[config.mk]
export PLATFORM = sky130hd
export DESIGN_NAME = adc_strobe_seq
export DESIGN_NICKNAME = d
export VERILOG_FILES = /design/src/rtl/adc_seq_pkg.sv /design/src/rtl/seq_period_gen.sv /design/src/rtl/seq_out_hold.sv /design/src/rtl/seq_strobe_fsm.sv /design/src/rtl/adc_strobe_seq.sv
export SDC_FILE = /design/constraint.sdc
export NUM_CORES = 1
export LEC_CHECK = 0
export ABC_AREA = 0
export BUFFER_PORTS_ARGS = -buffer_cell sky130_fd_sc_hd__clkbuf_2
export CORE_MARGIN = 2
export CORE_UTILIZATION = 35
export CTS_CLUSTER_DIAMETER = 30
export CTS_CLUSTER_SIZE = 25
export DETAILED_ROUTE_END_ITERATION = 12
export GPL_TIMING_DRIVEN = 0
export PLACE_DENSITY_LB_ADDON = 0.15
export SLEW_MARGIN = 15
export SYNTH_ARGS = -nofsm -noshare
export SYNTH_HDL_FRONTEND = slang
export SYNTH_SLANG_ARGS = --single-unit
export TNS_END_PERCENT = 30
[constraint.sdc]
create_clock -name clk -period 3.85 [get_ports clk]
set_input_delay 0.77 -clock clk [delete_from_list [all_inputs] [get_ports clk]]
set_output_delay 0.77 -clock clk [all_outputs]
set_load 0.03 [all_outputs]
[src/rtl/adc_seq_pkg.sv]
package adc_seq_pkg;

    typedef enum logic [2:0] {
        ST_IDLE, ST_SU1, ST_F1, ST_ACQ, ST_F2, ST_CONV, ST_F3, ST_REL
    } seq_st_e;

    function automatic int unsigned ns_to_cyc(input int unsigned ns, input int unsigned mhz);
        return (ns * mhz + 999) / 1000;
    endfunction

    function automatic int unsigned umax(input int unsigned a, input int unsigned b);
        return (a > b) ? a : b;
    endfunction

endpackage

[src/rtl/seq_period_gen.sv]
module seq_period_gen #(
    parameter int unsigned CW    = 16,
    parameter int unsigned C_PER = 100
) (
    input  logic clk,
    input  logic rst_n,
    input  logic restart,
    output logic due
);
    localparam logic [CW-1:0] K_RELOAD = CW'(C_PER - 1);

    typedef struct packed {
        logic [CW-1:0] cnt;
    } per_t;

    per_t q, d;

    always_comb begin
        d = q;
        if (restart) begin
            d.cnt = K_RELOAD;
        end else if (q.cnt != '0) begin
            d.cnt = q.cnt - 1'b1;
        end
    end

    always_ff @(posedge clk or negedge rst_n) begin
        if (!rst_n) begin
            q <= '0;
        end else begin
            q <= d;
        end
    end

    assign due = (q.cnt == '0);
endmodule

[src/rtl/seq_out_hold.sv]
module seq_out_hold #(
    parameter int unsigned DW = 14
) (
    input  logic          clk,
    input  logic          rst_n,
    input  logic          cap,
    input  logic [DW-1:0] cap_data,
    output logic          o_valid,
    input  logic          o_ready,
    output logic [DW-1:0] o_data
);
    typedef struct packed {
        logic          v;
        logic [DW-1:0] dat;
    } hold_t;

    hold_t q, d;

    always_comb begin
        d = q;
        if (cap) begin
            d.v   = 1'b1;
            d.dat = cap_data;
        end else if (q.v && o_ready) begin
            d.v = 1'b0;
        end
    end

    always_ff @(posedge clk or negedge rst_n) begin
        if (!rst_n) begin
            q <= '0;
        end else begin
            q <= d;
        end
    end

    assign o_valid = q.v;
    assign o_data  = q.dat;
endmodule

[src/rtl/seq_strobe_fsm.sv]
module seq_strobe_fsm
    import adc_seq_pkg::*;
#(
    parameter int unsigned DW        = 14,
    parameter int unsigned CW        = 16,
    parameter int unsigned SYNC      = 2,
    parameter int unsigned C_SU      = 15,
    parameter int unsigned C_LOW     = 10,
    parameter int unsigned C_ACQ_REM = 490,
    parameter int unsigned C_WAKE    = 1000,
    parameter int unsigned C_GUARD   = 15,
    parameter int unsigned C_F3      = 10,
    parameter int unsigned C_REL     = 10,
    parameter int unsigned C_TMO     = 2000
) (
    input  logic          clk,
    input  logic          rst_n,
    input  logic          go,
    input  logic          mode_sd,
    input  logic          done_n,
    input  logic [DW-1:0] bus,
    output logic          sel_n,
    output logic          rdsel,
    output logic          cap,
    output logic [DW-1:0] cap_data,
    output logic          tmo,
    output logic          kick,
    output seq_st_e       st
);
    localparam logic [CW-1:0] K_SU    = CW'(C_SU - 1);
    localparam logic [CW-1:0] K_LOW   = CW'(C_LOW - 1);
    localparam logic [CW-1:0] K_ACQ   = CW'(C_ACQ_REM - 1);
    localparam logic [CW-1:0] K_ACQW  = CW'(C_ACQ_REM + C_WAKE - 1);
    localparam logic [CW-1:0] K_GUARD = CW'(C_GUARD - 1);
    localparam logic [CW-1:0] K_F3    = CW'(C_F3 - 1);
    localparam logic [CW-1:0] K_REL   = CW'(C_REL - 1);
    localparam logic [CW-1:0] K_TMO   = CW'(C_TMO - 1);

    typedef struct packed {
        seq_st_e       st;
        logic [CW-1:0] cnt;
        logic          mode;
        logic          sel_n;
        logic          rd;
        logic          cap;
        logic [DW-1:0] word;
        logic          tmo;
        logic          kick;
    } fsm_t;

    fsm_t q, d;
    logic [SYNC-1:0] sync_q;
    logic            done_seen;
    logic            last;

    // completion flag comes from another clock domain
    always_ff @(posedge clk or negedge rst_n) begin
        if (!rst_n) begin
            sync_q <= '1;
        end else begin
            sync_q <= {sync_q[SYNC-2:0], done_n};
        end
    end

    assign done_seen = ~sync_q[SYNC-1];
    assign last      = (q.cnt == '0);

    always_comb begin
        d      = q;
        d.cap  = 1'b0;
        d.tmo  = 1'b0;
        d.kick = 1'b0;
        unique case (q.st)
            ST_IDLE: begin
                d.sel_n = 1'b1;
                d.rd    = 1'b0;
                if (go) begin
                    d.st   = ST_SU1;
                    d.mode = mode_sd;
                    d.cnt  = K_SU;
                    d.kick = 1'b1;
                end
            end
            ST_SU1: begin
                if (last) begin
                    d.st    = ST_F1;
                    d.sel_n = 1'b0;
                    d.cnt   = K_LOW;
                end else begin
                    d.cnt = q.cnt - 1'b1;
                end
            end
            ST_F1: begin
                if (last) begin
                    d.st    = ST_ACQ;
                    d.sel_n = 1'b1;
                    d.rd    = q.mode;
                    d.cnt   = q.mode ? K_ACQW : K_ACQ;
                end else begin
                    d.cnt = q.cnt - 1'b1;
                end
            end
            ST_ACQ: begin
                if (last) begin
                    d.st    = ST_F2;
                    d.sel_n = 1'b0;
                    d.cnt   = K_LOW;
                end else begin
                    d.cnt = q.cnt - 1'b1;
                end
            end
            ST_F2: begin
                if (last) begin
                    d.st    = ST_CONV;
                    d.sel_n = 1'b1;
                    d.rd    = 1'b1;
                    d.cnt   = '0;
                end else begin
                    d.cnt = q.cnt - 1'b1;
                end
            end
            ST_CONV: begin
                if (done_seen && (q.cnt >= K_GUARD)) begin
                    d.st    = ST_F3;
                    d.sel_n = 1'b0;
                    d.cnt   = K_F3;
                end else if (q.cnt == K_TMO) begin
                    d.st  = ST_REL;
                    d.rd  = 1'b0;
                    d.tmo = 1'b1;
                    d.cnt = K_REL;
                end else begin
                    d.cnt = q.cnt + 1'b1;
                end
            end
            ST_F3: begin
                if (last) begin
                    d.st    = ST_REL;
                    d.sel_n = 1'b1;
                    d.rd    = 1'b0;
                    d.cap   = 1'b1;
                    d.word  = bus;
                    d.cnt   = K_REL;
                end else begin
                    d.cnt = q.cnt - 1'b1;
                end
            end
            ST_REL: begin
                if (last) begin
                    d.st = ST_IDLE;
                end else begin
                    d.cnt = q.cnt - 1'b1;
                end
            end
            default: d.st = ST_IDLE;
        endcase
    end

    always_ff @(posedge clk or negedge rst_n) begin
        if (!rst_n) begin
            q       <= '0;
            q.st    <= ST_IDLE;
            q.sel_n <= 1'b1;
        end else begin
            q <= d;
        end
    end

    assign sel_n    = q.sel_n;
    assign rdsel    = q.rd;
    assign cap      = q.cap;
    assign cap_data = q.word;
    assign tmo      = q.tmo;
    assign kick     = q.kick;
    assign st       = q.st;
endmodule

[src/rtl/adc_strobe_seq.sv]
module adc_strobe_seq
    import adc_seq_pkg::*;
#(
    parameter int unsigned DW          = 14,
    parameter int unsigned CLK_MHZ     = 250,
    parameter int unsigned ACQ_NS      = 2000,
    parameter int unsigned CS_HI_NS    = 40,
    parameter int unsigned CS_LO_NS    = 40,
    parameter int unsigned RC_SU_NS    = 60,
    parameter int unsigned RC_HD_NS    = 40,
    parameter int unsigned DATA_DLY_NS = 40,
    parameter int unsigned RELQ_NS     = 40,
    parameter int unsigned WAKE_US     = 12000,
    parameter int unsigned EOC_TMO_NS  = 8000,
    parameter int unsigned PERIOD_NS   = 10000,
    parameter int unsigned SYNC        = 2
) (
    input  logic          clk,
    input  logic          rst_n,
    input  logic          run_en,
    input  logic          pwr_down_sel,
    output logic          cvt_sel_n,
    output logic          cvt_rdsel,
    input  logic          cvt_done_n,
    input  logic [DW-1:0] cvt_bus,
    output logic          smp_valid,
    input  logic          smp_ready,
    output logic [DW-1:0] smp_data,
    output logic          conv_timeout
);
    localparam int unsigned C_SU0   = umax(ns_to_cyc(RC_SU_NS, CLK_MHZ), 1);
    localparam int unsigned C_CSH   = ns_to_cyc(CS_HI_NS, CLK_MHZ);
    localparam int unsigned C_CSL   = ns_to_cyc(CS_LO_NS, CLK_MHZ);
    localparam int unsigned C_HD    = ns_to_cyc(RC_HD_NS, CLK_MHZ);
    localparam int unsigned C_DO    = ns_to_cyc(DATA_DLY_NS, CLK_MHZ);
    localparam int unsigned C_BR    = ns_to_cyc(RELQ_NS, CLK_MHZ);
    localparam int unsigned C_ACQ   = ns_to_cyc(ACQ_NS, CLK_MHZ);
    localparam int unsigned C_WAKE  = WAKE_US * CLK_MHZ;
    localparam int unsigned C_PER   = umax(ns_to_cyc(PERIOD_NS, CLK_MHZ), 1);
    localparam int unsigned C_LOW   = umax(umax(C_HD, C_CSL), 1);
    localparam int unsigned C_GUARD = umax(umax(C_SU0, C_CSH), 1);
    localparam int unsigned C_ACQR  = umax((C_ACQ > C_LOW) ? (C_ACQ - C_LOW) : 0, C_GUARD);
    localparam int unsigned C_F3    = umax(umax(C_DO, C_CSL), umax(C_HD, 1));
    localparam int unsigned C_REL   = umax(umax(C_BR, C_CSH), 1);
    localparam int unsigned C_TMO   = umax(ns_to_cyc(EOC_TMO_NS, CLK_MHZ), C_GUARD + 1);
    localparam int unsigned C_TOP   = umax(C_ACQR + C_WAKE, umax(C_TMO, C_PER));
    localparam int unsigned CW      = $clog2(C_TOP + 1) + 1;

    logic    per_due;
    logic    kick;
    logic    cap;
    logic    go;
    logic [DW-1:0] cap_word;
    seq_st_e fsm_st;

    assign go = run_en && per_due && !smp_valid;

    seq_period_gen #(
        .CW    (CW),
        .C_PER (C_PER)
    ) u_per (
        .clk     (clk),
        .rst_n   (rst_n),
        .restart (kick),
        .due     (per_due)
    );

    seq_strobe_fsm #(
        .DW        (DW),
        .CW        (CW),
        .SYNC      (SYNC),
        .C_SU      (C_SU0),
        .C_LOW     (C_LOW),
        .C_ACQ_REM (C_ACQR),
        .C_WAKE    (C_WAKE),
        .C_GUARD   (C_GUARD),
        .C_F3      (C_F3),
        .C_REL     (C_REL),
        .C_TMO     (C_TMO)
    ) u_fsm (
        .clk      (clk),
        .rst_n    (rst_n),
        .go       (go),
        .mode_sd  (pwr_down_sel),
        .done_n   (cvt_done_n),
        .bus      (cvt_bus),
        .sel_n    (cvt_sel_n),
        .rdsel    (cvt_rdsel),
        .cap      (cap),
        .cap_data (cap_word),
        .tmo      (conv_timeout),
        .kick     (kick),
        .st       (fsm_st)
    );

    seq_out_hold #(
        .DW (DW)
    ) u_out (
        .clk      (clk),
        .rst_n    (rst_n),
        .cap      (cap),
        .cap_data (cap_word),
        .o_valid  (smp_valid),
        .o_ready  (smp_ready),
        .o_data   (smp_data)
    );
endmodule

==> impl_metrics.ini <==
[grt]
grt_start_max_net_pins = 57
number_of_global_route_vias_before_repair = 4299
antenna_found_initial = 0
grt_first_pass_wirelength_um = 22300
overall_overflow_remaining_after_global_route = 0
grt.total_usage_pct = 18.7

[floorplanning]
floorplan.die_area_mm2 = 0.0154
initial_utilization_pct = 36.1
coreArea_mm2 = 0.0140
design.portCount = 38
floorplan.die.width_um = 124
placementRows = 43
chipHeight_um = 124

[drt]
routed_wirelength_um = 13400
via_count_normalized_by_instance_count = 5.73
drt-initial-drc-count = 451
drt_first_pass_iters = 5
drc_errors = 0
routedWlPerCell_um = 17.4
via_count = 4409
route.antenna.remaining_nets = 0

[yosys]
yosys_warnings = 0
ys_dominant_reg_cell = sky130_fd_sc_hd__dfrtp_1
postSynthAreaPerCell_um2 = 9.44
synth_enable_flop_cells = 0
yosysSeqAreaShare_pct = 42.7
mappedNetlistArea_mm2 = 0.00505
netlist_instances = 535
fraction_of_registers_with_async_set_reset_pct = 100
syn_nets = 559
synth_cell_type_count = 72
synth-seq-cells = 86

[setup_path]
worst_ep_arrival_time_ns = 3.83
worst_setup_path_start_kind = register
timing.critical_path.max_delay_family = simple AND/OR/NAND/NOR gates
end_kind = register
crit_path_top_delay_cell = sky130_fd_sc_hd__nor3b_1
cp_cell_sequence = clkbuf_1 > inv_1 > ha_1 > nor3b_1 > nand4_1 > or3_1 > buf_2 > nor2_4 > buf_4 > mux2_2
worst-r2r-setup-slack_ns = 0.25
timing.critical_path.buf_inv = 4
worst_r2r_startpoint = u_fsm.q[20]
path_class = register to register
timing.reg2reg.worst_path_depth = 10
cpPeakStageDelay_ns = 0.57
regToRegEndpoint = u_fsm.cap_data[11]
worstPathMaxFanout = 10
cp_data_required_time_ns = 4.08
crit_start = u_fsm.q[20]

[final_layout]
post_route_cells_drive_above_1_share_pct = 19.0
final_util_pct = 41.5
insertedDiodeCount = 0
syn2layout_area_growth_pct = 15.0
nNetsFinal = 608
fillCellCount = 1415

[min_path]
timing.hold.worst.class = register to register
worst_hold_path.endpoint = u_fsm.sync_q[1]
timing.hold.worst.start = u_fsm.sync_q[0]
holdPathStages = 0

[timing]
rsz_0062_raised_after_global_routing = false
fin_crit_sh_pct = 93.5
worst_slew_pin_slew_ns = 0.988
timing.final.setup_violations = 0
final.setup.tns_ns = 0
setup_slack_ns = 0.252
maxClockFrequency_mhz = 278
timing.final.max_slew_violations = 0
worst_slew_slack_as_a_fraction_of_its_limit_pct = 33.9
hold_viol_final = 0
min_period_ns = 3.60
finClkSkew_ns = 0.00783

[clock_tree]
holdBufCountCts = 0
cts_resized = 0
tritoncts = built
clock_latency_on_the_worst_skew_pair_ns = 0.35
count_of_h_tree_levels_built_during_cts = 3
num_cts_buffers = 9
register_clock_pin_slew_on_the_reported_worst_setup_and_hold_paths_ns = 0.06
cts_max_path_buffers = 2
post_cts.repair.setup_buffers = 0
clock_tree.root_cell = sky130_fd_sc_hd__clkbuf_16
cts.sink_count = 86

[place]
gpl_wtd_cong = 0.918
dp_hpwl_um = 9500
pre_cts_slack_ns = 0.248
port_buffers = 37

[power]
post-layout-total-power_w = 0.00373
p_sw_share_pct = 41.5
clock_share_of_power_pct = 25.0
seq_power_share_pct = 33.1
power.internal_w = 0.00219
power_density_mw_per_mm2 = 643
p_leak_nw = 2.46
max-vdd-ir-drop_uv = 350
power_frac_comb_pct = 41.9
power.net_switching_w = 0.00155

[outcome]
status = finished clean

[run]
max_cap_violations = 0
## cell usage in the layout, fill, tap and decap left out, types with 4 or more instances in the layout
cell	count
sky130_fd_sc_hd__inv_1	8
sky130_fd_sc_hd__dfrtp_1	83
sky130_fd_sc_hd__nor3b_1	4
sky130_fd_sc_hd__nand2_1	38
sky130_fd_sc_hd__nand3_1	21
sky130_fd_sc_hd__nand4_1	8
sky130_fd_sc_hd__o31ai_1	7
sky130_fd_sc_hd__clkbuf_16	9
sky130_fd_sc_hd__o21ai_0	23
sky130_fd_sc_hd__buf_2	5
sky130_fd_sc_hd__and3_1	7
sky130_fd_sc_hd__nor3_1	30
sky130_fd_sc_hd__clkbuf_2	36
sky130_fd_sc_hd__nor2_1	47
sky130_fd_sc_hd__and4_1	5
sky130_fd_sc_hd__ha_1	4
sky130_fd_sc_hd__xnor2_1	18
sky130_fd_sc_hd__xor2_1	7
sky130_fd_sc_hd__mux2_2	29
sky130_fd_sc_hd__and2_1	5
sky130_fd_sc_hd__or3_1	10
sky130_fd_sc_hd__nand2b_1	11
sky130_fd_sc_hd__a31oi_1	4
sky130_fd_sc_hd__o211ai_1	8
sky130_fd_sc_hd__a21oi_1	18
sky130_fd_sc_hd__nor4_1	19
sky130_fd_sc_hd__or4_1	4
sky130_fd_sc_hd__a221oi_1	6
sky130_fd_sc_hd__nor2b_1	4
sky130_fd_sc_hd__clkbuf_1	30
sky130_fd_sc_hd__a21o_1	5
## final cells by class
class                           count  area, um2  area share (%)
Multi-Input combinational cell    401       2690            46.3
Sequential cell                    86       2160            37.1
Clock buffer                       11        253            4.35
Tap cell                          180        225            3.88
Timing Repair Buffer               38        215            3.70
Buffer                             40        175            3.01
Clock inverter                      5       66.3            1.14
Inverter                            8       30.0           0.517
## kinds of logic after synthesis
group | after synthesis | share of synthesized area (%)
adder cells (fa/ha/maj) | 4 | 0.991
flip-flops | 86 | 42.7
XOR/XNOR | 25 | 4.33
buffers and inverters | 48 | 4.06
AND/OR/NAND/NOR | 232 | 25.3
multiplexers | 32 | 7.06
AO/OA/AOI/OAI | 108 | 15.6
## stage by stage
step	cells	cell area [um2]	hold slack (ns)
5_1_grt	769	5810	0.365
2_1_floorplan	535	5050	0.345
3_3_place_gp	752	5460	0.346
4_1_cts	769	5810	0.360
6_report	769	5810	0.357
3_5_place_dp	753	5490	0.349
## registers in the layout, indices dropped and copies added, names as in the netlist
register,count
u_fsm.sel_n,1
u_fsm.cap,1
u_fsm.st,3
u_fsm.tmo,1
u_fsm.kick,1
u_fsm.sync_q,2
u_fsm.rdsel,1
u_out.o_data,14
u_fsm.cap_data,14
u_out.o_valid,1
u_per.q,23
u_fsm.q,24
## metal layers
metal / vias to the layer above / GRT usage, % / routed length [um]
li1: 2082 / - / -
met1: 2153 / 24.8 / 5980
met2: 148 / 29.9 / 6290
met3: 26 / 3.89 / 826
met4: 0 / 6.88 / 289
met5: - / 0 / 0
## power by group through the flow
| stage | logic (W) | clock network [W] | registers, W |
|---|---|---|---|
| floorplan | 0.00116 | 0 | 0.00121 |
| global placement | 0.00153 | 0 | 0.00124 |
| detailed placement | 0.00154 | 0 | 0.00125 |
| CTS | 0.00155 | 0.000961 | 0.00123 |
| global route | 0.00172 | 0.00100 | 0.00126 |
| finish | 0.00156 | 0.000935 | 0.00124 |
## synth_stat cells (3+ instances only)
| master | instances | share of area (%) |
|---|---|---|
| sky130_fd_sc_hd__a211oi_1 | 3 | 0.45 |
| sky130_fd_sc_hd__a21o_1 | 5 | 0.74 |
| sky130_fd_sc_hd__a21oi_1 | 18 | 1.8 |
| sky130_fd_sc_hd__a221oi_1 | 6 | 1.0 |
| sky130_fd_sc_hd__a22oi_1 | 3 | 0.45 |
| sky130_fd_sc_hd__a311oi_1 | 3 | 0.52 |
| sky130_fd_sc_hd__a31oi_1 | 4 | 0.50 |
| sky130_fd_sc_hd__and2_1 | 5 | 0.62 |
| sky130_fd_sc_hd__and3_1 | 7 | 0.87 |
| sky130_fd_sc_hd__and4_1 | 5 | 0.87 |
| sky130_fd_sc_hd__buf_2 | 5 | 0.50 |
| sky130_fd_sc_hd__buf_4 | 3 | 0.45 |
| sky130_fd_sc_hd__clkbuf_1 | 30 | 2.2 |
| sky130_fd_sc_hd__dfrtp_1 | 83 | 41 |
| sky130_fd_sc_hd__dfstp_2 | 3 | 1.6 |
| sky130_fd_sc_hd__ha_1 | 4 | 0.99 |
| sky130_fd_sc_hd__inv_1 | 8 | 0.59 |
| sky130_fd_sc_hd__mux2_2 | 29 | 6.5 |
| sky130_fd_sc_hd__mux2i_1 | 3 | 0.59 |
| sky130_fd_sc_hd__nand2_1 | 38 | 2.8 |
| sky130_fd_sc_hd__nand2b_1 | 11 | 1.4 |
| sky130_fd_sc_hd__nand3_1 | 21 | 2.1 |
| sky130_fd_sc_hd__nand4_1 | 8 | 0.99 |
| sky130_fd_sc_hd__nand4b_1 | 3 | 0.52 |
| sky130_fd_sc_hd__nor2_1 | 47 | 3.5 |
| sky130_fd_sc_hd__nor2b_1 | 4 | 0.50 |
| sky130_fd_sc_hd__nor3_1 | 30 | 3.0 |
| sky130_fd_sc_hd__nor3b_1 | 4 | 0.59 |
| sky130_fd_sc_hd__nor4_1 | 19 | 2.4 |
| sky130_fd_sc_hd__o211ai_1 | 8 | 1.2 |
| sky130_fd_sc_hd__o21a_1 | 3 | 0.45 |
| sky130_fd_sc_hd__o21ai_0 | 23 | 2.3 |
| sky130_fd_sc_hd__o31ai_1 | 7 | 1.0 |
| sky130_fd_sc_hd__or3_1 | 10 | 1.2 |
| sky130_fd_sc_hd__or4_1 | 4 | 0.59 |
| sky130_fd_sc_hd__xnor2_1 | 18 | 3.1 |
| sky130_fd_sc_hd__xor2_1 | 7 | 1.2 |
## worst max-delay path by stage
stage / to / slack (ns) / cells after the start
2_1_floorplan: u_fsm.cap_data[10] / 0.95 / 10
3_3_place_gp: u_fsm.cap_data[10] / 0.20 / 10
3_5_place_dp: u_fsm.cap_data[6] / 0.25 / 10
4_1_cts: u_fsm.cap_data[11] / 0.21 / 10
5_1_grt: u_fsm.cap_data[11] / 0.03 / 10
6_report: u_fsm.cap_data[11] / 0.25 / 10
(Power assumes the default switching activity.)
